<file path="src/rtl/exc_pkg.sv">
package exc_pkg;

    localparam int CODE_W    = 5;
    localparam int DK_W      = 3;
    localparam int DBG_KINDS = 6;

    // status bit positions
    localparam int ST_EXL    = 1;
    localparam int ST_ERL    = 2;
    localparam int ST_KSU_LO = 3;
    localparam int ST_KSU_HI = 4;
    localparam int ST_NMI    = 19;
    localparam int ST_SR     = 20;
    localparam int ST_BEV    = 22;

    // cause bit positions
    localparam int CA_CODE_LO = 2;
    localparam int CA_CODE_HI = 6;
    localparam int CA_IV      = 23;
    localparam int CA_CE_LO   = 28;
    localparam int CA_CE_HI   = 29;
    localparam int CA_BD      = 31;

    localparam logic [CODE_W-1:0] EC_INT  = 5'd0;
    localparam logic [CODE_W-1:0] EC_TLBL = 5'd2;
    localparam logic [CODE_W-1:0] EC_TLBS = 5'd3;
    localparam logic [CODE_W-1:0] EC_CPU  = 5'd11;

    localparam logic [DK_W-1:0] DK_SSTEP = 3'd0;

    typedef enum logic [1:0] {
        CLS_GEN  = 2'd0,
        CLS_NMI  = 2'd1,
        CLS_SRST = 2'd2,
        CLS_DBG  = 2'd3
    } exc_class_e;

    typedef enum logic {
        ST_IDLE  = 1'b0,
        ST_ENTER = 1'b1
    } seq_state_e;

    typedef struct packed {
        logic epc;
        logic errpc;
        logic dbgpc;
    } save_sel_t;

endpackage

</file>
<file path="src/rtl/exc_vector_calc.sv">
module exc_vector_calc
    import exc_pkg::*;
#(
    parameter int          XLEN       = 32,
    parameter int          BASE_ALIGN = 10,
    parameter logic [31:0] BOOT_GEN   = 32'hBFC0_0200,
    parameter int          OFF_GEN    = 'h180,
    parameter int          OFF_IRQ    = 'h200,
    parameter int          OFF_REFILL = 'h000
) (
    input  logic [CODE_W-1:0] code,
    input  logic              refill,
    input  logic              exl,
    input  logic              bev,
    input  logic              iv,
    input  logic [XLEN-1:0]   ebase,
    output logic [XLEN-1:0]   vec
);
    localparam logic [XLEN-1:0] ALIGN_MASK = XLEN'((64'd1 << BASE_ALIGN) - 64'd1);

    logic [XLEN-1:0] base;
    logic [XLEN-1:0] offset;
    logic            is_tlb_miss;

    assign is_tlb_miss = (code == EC_TLBL) || (code == EC_TLBS);

    always_comb begin
        if (is_tlb_miss && refill && !exl) begin
            offset = XLEN'(OFF_REFILL);
        end else if ((code == EC_INT) && iv) begin
            offset = XLEN'(OFF_IRQ);
        end else begin
            offset = XLEN'(OFF_GEN);
        end
    end

    assign base = bev ? XLEN'(BOOT_GEN) : (ebase & ~ALIGN_MASK);
    // adder, not OR: the boot base already has bit 9 set
    assign vec  = base + offset;

endmodule

</file>
<file path="src/rtl/exc_return_pc.sv">
module exc_return_pc #(
    parameter int XLEN       = 32,
    parameter int INSN_BYTES = 4
) (
    input  logic [XLEN-1:0] pc,
    input  logic            in_slot,
    input  logic            force_plain,
    output logic [XLEN-1:0] ret_pc
);
    assign ret_pc = (in_slot && !force_plain) ? (pc - XLEN'(INSN_BYTES)) : pc;
endmodule

</file>
<file path="src/rtl/exc_state_update.sv">
module exc_state_update
    import exc_pkg::*;
#(
    parameter int XLEN = 32
) (
    input  exc_class_e          cls,
    input  logic [CODE_W-1:0]   code,
    input  logic [DK_W-1:0]     dbg_kind,
    input  logic [1:0]          cop,
    input  logic                in_slot,
    input  logic [XLEN-1:0]     status_in,
    input  logic [XLEN-1:0]     cause_in,
    output logic [XLEN-1:0]     status_out,
    output logic [XLEN-1:0]     cause_out,
    output save_sel_t           save,
    output logic [DBG_KINDS-1:0] dbg_cause
);
    logic exl;
    assign exl = status_in[ST_EXL];

    // one-hot debug cause, one bit per kind
    for (genvar g = 0; g < DBG_KINDS; g++) begin : g_dbg_bit
        assign dbg_cause[g] = (cls == CLS_DBG) && (dbg_kind == DK_W'(g));
    end

    always_comb begin
        status_out = status_in;
        cause_out  = cause_in;
        save       = '0;
        unique case (cls)
            CLS_GEN: begin
                if (!exl) begin
                    save.epc                          = 1'b1;
                    cause_out[CA_BD]                  = in_slot;
                    status_out[ST_EXL]                = 1'b1;
                    status_out[ST_KSU_HI:ST_KSU_LO]   = 2'b00;
                end
                cause_out[CA_CODE_HI:CA_CODE_LO] = code;
                if (code == EC_CPU) begin
                    cause_out[CA_CE_HI:CA_CE_LO] = cop;
                end
            end
            CLS_NMI, CLS_SRST: begin
                save.errpc                      = 1'b1;
                status_out[ST_ERL]              = 1'b1;
                status_out[ST_BEV]              = 1'b1;
                status_out[ST_KSU_HI:ST_KSU_LO] = 2'b00;
                if (cls == CLS_NMI) begin
                    status_out[ST_NMI] = 1'b1;
                end else begin
                    status_out[ST_SR]  = 1'b1;
                end
                if (!exl) begin
                    cause_out[CA_BD] = 1'b0;
                end
            end
            CLS_DBG: begin
                save.dbgpc                      = 1'b1;
                status_out[ST_KSU_HI:ST_KSU_LO] = 2'b00;
                if (!exl) begin
                    cause_out[CA_BD] = 1'b0;
                end
            end
            default: begin
                save = '0;
            end
        endcase
    end

endmodule

</file>
<file path="src/rtl/exc_entry_seq.sv">
module exc_entry_seq
    import exc_pkg::*;
#(
    parameter int          XLEN       = 32,
    parameter int          INSN_BYTES = 4,
    parameter int          BASE_ALIGN = 10,
    parameter logic [31:0] RESET_VEC  = 32'hBFC0_0000,
    parameter logic [31:0] BOOT_GEN   = 32'hBFC0_0200,
    parameter logic [31:0] DEBUG_VEC  = 32'hBFC0_0480
) (
    input  logic                 clk,
    input  logic                 rst_n,
    input  logic                 req_i,
    input  logic [1:0]           class_i,
    input  logic [4:0]           code_i,
    input  logic [2:0]           dbg_kind_i,
    input  logic [XLEN-1:0]      pc_i,
    input  logic                 in_slot_i,
    input  logic                 refill_i,
    input  logic [1:0]           cop_i,
    input  logic [XLEN-1:0]      status_i,
    input  logic [XLEN-1:0]      cause_i,
    input  logic [XLEN-1:0]      ebase_i,
    output logic                 redirect_o,
    output logic [XLEN-1:0]      next_pc_o,
    output logic [XLEN-1:0]      status_o,
    output logic [XLEN-1:0]      cause_o,
    output logic                 epc_we_o,
    output logic [XLEN-1:0]      epc_o,
    output logic                 errpc_we_o,
    output logic [XLEN-1:0]      errpc_o,
    output logic                 dbgpc_we_o,
    output logic [XLEN-1:0]      dbgpc_o,
    output logic [DBG_KINDS-1:0] dbg_cause_o
);
    exc_class_e      cls;
    seq_state_e      state_q, state_d;
    logic [XLEN-1:0] gen_vec;
    logic [XLEN-1:0] ret_pc;
    logic [XLEN-1:0] target_pc;
    logic [XLEN-1:0] status_n;
    logic [XLEN-1:0] cause_n;
    save_sel_t       save;
    logic [DBG_KINDS-1:0] dbg_cause_n;
    logic            plain_pc;

    assign cls      = exc_class_e'(class_i);
    assign plain_pc = (cls == CLS_DBG) && (dbg_kind_i == DK_SSTEP);

    exc_vector_calc #(
        .XLEN      (XLEN),
        .BASE_ALIGN(BASE_ALIGN),
        .BOOT_GEN  (BOOT_GEN)
    ) u_vec (
        .code  (code_i),
        .refill(refill_i),
        .exl   (status_i[ST_EXL]),
        .bev   (status_i[ST_BEV]),
        .iv    (cause_i[CA_IV]),
        .ebase (ebase_i),
        .vec   (gen_vec)
    );

    exc_return_pc #(
        .XLEN      (XLEN),
        .INSN_BYTES(INSN_BYTES)
    ) u_ret (
        .pc         (pc_i),
        .in_slot    (in_slot_i),
        .force_plain(plain_pc),
        .ret_pc     (ret_pc)
    );

    exc_state_update #(
        .XLEN(XLEN)
    ) u_upd (
        .cls       (cls),
        .code      (code_i),
        .dbg_kind  (dbg_kind_i),
        .cop       (cop_i),
        .in_slot   (in_slot_i),
        .status_in (status_i),
        .cause_in  (cause_i),
        .status_out(status_n),
        .cause_out (cause_n),
        .save      (save),
        .dbg_cause (dbg_cause_n)
    );

    always_comb begin
        unique case (cls)
            CLS_GEN:           target_pc = gen_vec;
            CLS_NMI, CLS_SRST: target_pc = XLEN'(RESET_VEC);
            CLS_DBG:           target_pc = XLEN'(DEBUG_VEC);
            default:           target_pc = gen_vec;
        endcase
    end

    // next-state logic
    always_comb begin
        state_d = state_q;
        unique case (state_q)
            ST_IDLE:  state_d = req_i ? ST_ENTER : ST_IDLE;
            ST_ENTER: state_d = req_i ? ST_ENTER : ST_IDLE;
            default:  state_d = ST_IDLE;
        endcase
    end

    // state register
    always_ff @(posedge clk or negedge rst_n) begin
        if (!rst_n) begin
            state_q <= ST_IDLE;
        end else begin
            state_q <= state_d;
        end
    end

    assign redirect_o = (state_q == ST_ENTER);

    // output registers
    always_ff @(posedge clk or negedge rst_n) begin
        if (!rst_n) begin
            next_pc_o   <= '0;
            status_o    <= '0;
            cause_o     <= '0;
            epc_we_o    <= 1'b0;
            epc_o       <= '0;
            errpc_we_o  <= 1'b0;
            errpc_o     <= '0;
            dbgpc_we_o  <= 1'b0;
            dbgpc_o     <= '0;
            dbg_cause_o <= '0;
        end else begin
            epc_we_o    <= 1'b0;
            errpc_we_o  <= 1'b0;
            dbgpc_we_o  <= 1'b0;
            dbg_cause_o <= '0;
            if (req_i) begin
                next_pc_o   <= target_pc;
                status_o    <= status_n;
                cause_o     <= cause_n;
                epc_we_o    <= save.epc;
                errpc_we_o  <= save.errpc;
                dbgpc_we_o  <= save.dbgpc;
                dbg_cause_o <= dbg_cause_n;
                if (save.epc)   epc_o   <= ret_pc;
                if (save.errpc) errpc_o <= ret_pc;
                if (save.dbgpc) dbgpc_o <= ret_pc;
            end
        end
    end

endmodule

</file>
<file path="config.mk">
export PLATFORM = sky130hd
export DESIGN_NAME = exc_entry_seq
export DESIGN_NICKNAME = d
export VERILOG_FILES = /design/src/rtl/exc_pkg.sv /design/src/rtl/exc_vector_calc.sv /design/src/rtl/exc_return_pc.sv /design/src/rtl/exc_state_update.sv /design/src/rtl/exc_entry_seq.sv
export SDC_FILE = /design/constraint.sdc
export NUM_CORES = 1
export LEC_CHECK = 0
export BUFFER_PORTS_ARGS = -buffer_cell sky130_fd_sc_hd__buf_2
export CAP_MARGIN = 20
export CORE_ASPECT_RATIO = 1.25
export CORE_MARGIN = 5
export CORE_UTILIZATION = 54
export CTS_BUF_LIST = sky130_fd_sc_hd__clkbuf_4 sky130_fd_sc_hd__clkbuf_8 sky130_fd_sc_hd__clkbuf_16
export CTS_CLUSTER_SIZE = 30
export DETAILED_ROUTE_END_ITERATION = 10
export GPL_ROUTABILITY_DRIVEN = 0
export PLACE_DENSITY = 0.84
export REMOVE_ABC_BUFFERS = 1
export SETUP_SLACK_MARGIN = 0.5
export SLEW_MARGIN = 40
export SYNTH_ARGS = -nofsm -noshare
export SYNTH_HDL_FRONTEND = slang
export SYNTH_HIERARCHICAL = 1
export SYNTH_SLANG_ARGS = --single-unit
</file>
<file path="constraint.sdc">
create_clock -name clk -period 1.4 [get_ports clk]
set_input_delay 0.14 -clock clk [delete_from_list [all_inputs] [get_ports clk]]
set_output_delay 0.14 -clock clk [all_outputs]
set_load 0.01 [all_outputs]
</file>
Word level (Yosys, flattened, before mapping):

Cells that the tools add are included.

* word-level logic and storage cells: 73
* RAM bits: 0
* register bits after elaboration: 202
* bits of input ports: 145
* output and inout port bits: 202
* memories kept: 0
* memory bits (read-only): 0
* bits in latches: 0

* $mul: 0
* mux-type cells: 28
* magnitude comparators: 0
* divide/modulo/power cells: 0
* eq/ne operators: 11
* shift-type cells: 0
* add/subtract/negate cells: 2
* bitwise logic cells: 0
* reductions and logical operators: 21

Operators by type and width (count)
* one-hot mux 32 bit (3 select lines): 1
* 2-to-1 mux 32 bit: 2
* adder 32 bit: 1
* subtractor 32 x 3 -> 32 bit (second input constant): 1
* 2-to-1 mux 10 bit: 2
* 2-to-1 mux 1 bit: 15
* == test 5 x 2 -> 1 bit (second input constant): 2
* logical AND 1 bit: 10
* 2-to-1 mux 2 bit: 4
* == test 3 x 2 -> 1 bit (second input constant): 2
* == test 3 bit (second input constant): 2
* 2-to-1 mux 6 bit: 1
* AND reduction 2 bit: 3
* == test 5 x 4 -> 1 bit (second input constant): 1
* zero test 5 bit: 1
* 2-to-1 mux 5 bit: 1
* == test 2 bit (second input constant): 2
* one-hot mux 2 bit (2 select lines): 1
* == test 3 x 1 -> 1 bit (second input constant): 1
* zero test 3 bit: 1
* OR reduction 3 bit: 1
* == test 2 x 1 -> 1 bit (second input constant): 1
* zero test 1 bit: 2
* zero test 2 bit: 1
* other kinds (3): 3

Longest topological paths before layout:

* depth after elaboration: 7
* mapped depth: 10
* mapped depth without buffers: 9

Modules after synthesis:

The synthesis kept the hierarchy.

By module, submodules not included
* exc_entry_seq: area each 7579.8 um2, seq. area each 5054.8 um2, instances 1, cells each 501
* exc_return_pc: area each 760.7 um2, seq. area each 0.0 um2, instances 1, cells each 92
* exc_state_update: area each 665.6 um2, seq. area each 0.0 um2, instances 1, cells each 86
* exc_vector_calc: area each 606.8 um2, seq. area each 0.0 um2, instances 1, cells each 103

Worst setup path before layout:

No wires, ideal clock.

* kind: input to register
* from: input code_i[4]
* to: register next_pc_o[25]
* path buffers: 1
* setup time: 0.077 ns
* required time: 1.323 ns
* arrival time: 2.159 ns
* path slack: -0.837 ns
* stages on the path: 10
* path through: nor3_1 and3_1 ha_1 nand4_2 or4_1 clkbuf_2 or4_1 nand3_1 nor3_1 a21oi_1

* cells in the longest elaborated chain, start to end: 7
* elaborated cells on any way between the ends: 11
* classes of those cells: add/sub: 1; eq/ne: 2; mux: 3; reduce/logical: 5

Ends and longest elaborated chain
* start, declared: RTL line exc_entry_seq.sv:15 `input logic [4:0] code_i,`
* == test 5 x 2 -> 1 bit: RTL line exc_vector_calc.sv:25 `assign is_tlb_miss = (code == EC_TLBL) || (code == EC_TLBS);`
* logical OR 1 bit: RTL line exc_vector_calc.sv:25
* logical AND 1 bit (2 in a row): RTL line exc_vector_calc.sv:28 `if (is_tlb_miss && refill && !exl) begin`
* 2-to-1 mux 10 bit (*): RTL line exc_vector_calc.sv:28
* adder 32 bit (*): RTL line exc_vector_calc.sv:39 `assign vec = base + offset;`
* via gen_vec[25]: RTL line exc_entry_seq.sv:38 `logic [XLEN-1:0] gen_vec;`
* one-hot mux 32 bit (3 select lines) (*): RTL line exc_entry_seq.sv:91 `unique case (cls)`
* end signal, assigned: RTL line exc_entry_seq.sv:139 `next_pc_o <= target_pc;`
* end, declared: RTL line exc_entry_seq.sv:25 `output logic [XLEN-1:0] next_pc_o,`

The timed path passes the listed nets; every way through them passes the cells marked *.
A chain may end at the register's enable or synchronous reset.

Worst setup path in the final report:

* from: input code_i[2]
* to: register next_pc_o[28]

The elaborated chain is that of the path after synthesis.

==> out/results.tsv <==
metric	value	unit
max_freq	496	MHz
holdPathStages	3	
synth-edff-count	0	
worstPathArrival	2.39	ns
powerDensity	1180	mW/mm²
grt_pass1_wl	57900	µm
viasPerCell	6.26	
yosys_warnings	6	
p_leak	8.24	nW
finalSetupViolCount	66	
drive_above_1_share	0.665	
grt_pass1_vias	9666	
rows	54	
critPathKind	in2reg	
die_y	159	µm
finalMaxSlewViolations	0	
die_w	129	µm
min_from	status_i[2]	
violations	hold timing, setup timing	
relSlewSlack	0.654	
drt-total-wl	49900	µm
r2r_start	status_o[27]$_DFFE_PN0P_	
clock_skew	0	ns
cp-end-kind	register	
route.vias.total	10000	
rsz0062_at_grt	true	
design_area	0.0164	mm²
synth_common_cells	202 x dfrtp_1, 108 x mux2_2, 64 x buf_4	
syn_inst	782	
worstReg2RegEnd	status_o[27]$_DFFE_PN0P_	
clock-sinks	202	
numCtsBuffers	21	
fin_crit	2.02	ns
avgRoutedWirePerCell	31.1	µm
async_flop_share	1.00	
finalHoldViolations	1	
core_area	0.0175	mm²
antenna_left	0	
drtIter0Drc	1113	
cp.required	1.77	ns
fin_crit_sh	1.44	
avgSynthCellArea	12.3	µm²
dr.pass1.iters	5	
synth_ff_type	dfrtp_1	
hp-class	in2reg	
utilization	0.940	
seq_area_frac_synth	0.526	
layout.cells.non_filler	1603	
post-synth-top-count-cell	dfrtp_1	
ir_drop	0.894	mV
numPortBuffers	336	
cts_tree	built	
final.setup.worst_slack	-0.617	ns
status	finished, violations left	
cp_max_fo	5	
grtUsageTotal	0.366	
min_to	status_o[2]$_DFFE_PN0P_	
clockBufferDepth	3	
grt_max_degree	44	
dpl.hpwl	20400	µm
ys_top_cells_by_area	dfrtp_1 53%, mux2_2 13%, mux2_1 6.8%, buf_4 5.0%, nand2_1 2.0%	
synth_cell_types	57	
total_power	19.5	mW
path_clk_slew	0.07	ns
cts-root-buf	clkbuf_16	
yosys.area.top_type	dfrtp_1	
die-area	0.0206	mm²
area_delta_synth_final	71.1	%
ctsHoldBuffers	52	
hold_ws	-0.0244	ns
num_io_pins	347	
antenna_found_initial	2	
dp_cells	1350	
placed_area	0.0118	mm²
clkLatencyLatePin	0.51	ns
fin_nets	1514	
start_util	0.549	
htree_levels	1	
reg2reg_depth	3	
worst_setup_path_start_kind	primary input	
grt_overflow	0	
drv_cap	0	
place_ws	-1.07	ns
post_synth_instance_area	0.00961	mm²
synth_top_cell_area_share	0.526	
rrSetupSlack	0.30	ns
ys_ff_latch	202	
worstMarginPinSlew	0.519	ns
drc	0	
[placed cells by master (no fill, tap or decap), drive strengths merged, types with 11 or more instances in the layout]
master,synthesis,final
nand2,53,53
dfrtp,202,202
xor2,21,21
nor3,29,29
o22ai,21,21
clkbuf,6,34
mux2,168,168
nor4,13,13
inv,31,32
dlygate4sd3,0,52
xnor2,14,14
a21oi,11,11
buf,89,590
nor2,28,28
[sequential cells by signal (all words and copies together), names as in the netlist]
signal / cells
errpc_we_o: 1
dbgpc_o: 32
errpc_o: 32
epc_o: 32
epc_we_o: 1
redirect_o: 1
status_o: 32
cause_o: 32
dbg_cause_o: 6
dbgpc_we_o: 1
next_pc_o: 32
[worst max-delay path: stages]
cell     delay [ns]
buf_6          0.10
nor3_4         0.21
and3_4         0.26
ha_4           0.16
nand4_4        0.08
or4_4          0.47
buf_4          0.17
o31ai_2        0.27
nand3_1        0.14
nor3_1         0.25
a21oi_1        0.12
[logic make-up (layout without fill, tap and decap cells)]
logic type	Yosys count	count (layout)	share of synthesized area
flops	202	202	0.526
simple gates	194	194	0.123
mux	169	169	0.199
buf+inv	127	717	0.0830
compound gates	48	48	0.0293
xor+xnor	35	35	0.0319
fa+ha+maj	6	6	0.00781
other cells	1	8	0.000390
[where the power goes]
part	total [mW]	switching [mW]	leakage, nW	internal, mW
Clock	6.16	2.64	0.364	3.52
Sequential	7.43	0.772	2.41	6.66
Combinational	5.88	2.60	5.47	3.28
Total	19.5	6.01	8.24	13.5
[worst max path at each step]
stage	to	depth (start not counted)	from	slack [ns]
global route	next_pc_o[26]$_DFFE_PN0P_	13	code_i[2]	-0.74
floorplan	next_pc_o[25]$_DFFE_PN0P_	9	code_i[4]	-0.81
CTS	next_pc_o[28]$_DFFE_PN0P_	10	code_i[2]	-0.39
finish	next_pc_o[28]$_DFFE_PN0P_	11	code_i[2]	-0.62
global placement	next_pc_o[28]$_DFFE_PN0P_	10	code_i[4]	-0.98
detailed placement	next_pc_o[25]$_DFFE_PN0P_	11	code_i[4]	-1.07
[final cells by class]
class | instances | area, µm²
multi-input cells | 459 | 4930
well taps | 224 | 280
flip-flops and latches | 202 | 5060
diodes | 1 | 2.50
inverters | 32 | 125
repair buffers | 647 | 5330
fillers | 492 | 1050
clock inverters | 8 | 96.3
clock buffers | 30 | 631
[metal layers]
layer,GRT usage,vias to the layer above,share of wire
li1,-,3792,-
met2,0.652,1047,0.48
met4,0.192,2,0.10
met5,0,-,0.00038
met1,0.390,4802,0.30
met3,0.0926,395,0.11
[through the flow]
stage          TNS [ns]  hold WS [ns]
2_1_floorplan    -27.93        -0.156
3_3_place_gp     -64.35        0.0664
3_5_place_dp     -70.81        0.0714
4_1_cts           -1.90       -0.0504
5_1_grt           -9.00       -0.0294
6_report          -9.06       -0.0244
[what timing repair did]
item                                    in CTS  in global routing
endpoints found under the hold margin      260                  1
cloned                                       5                  3
endpoints found under the setup margin     329                341
gates resized for setup                    263                141
setup buffers                               67                 87
pin swaps                                   45                 38
(Power assumes the default switching activity.)
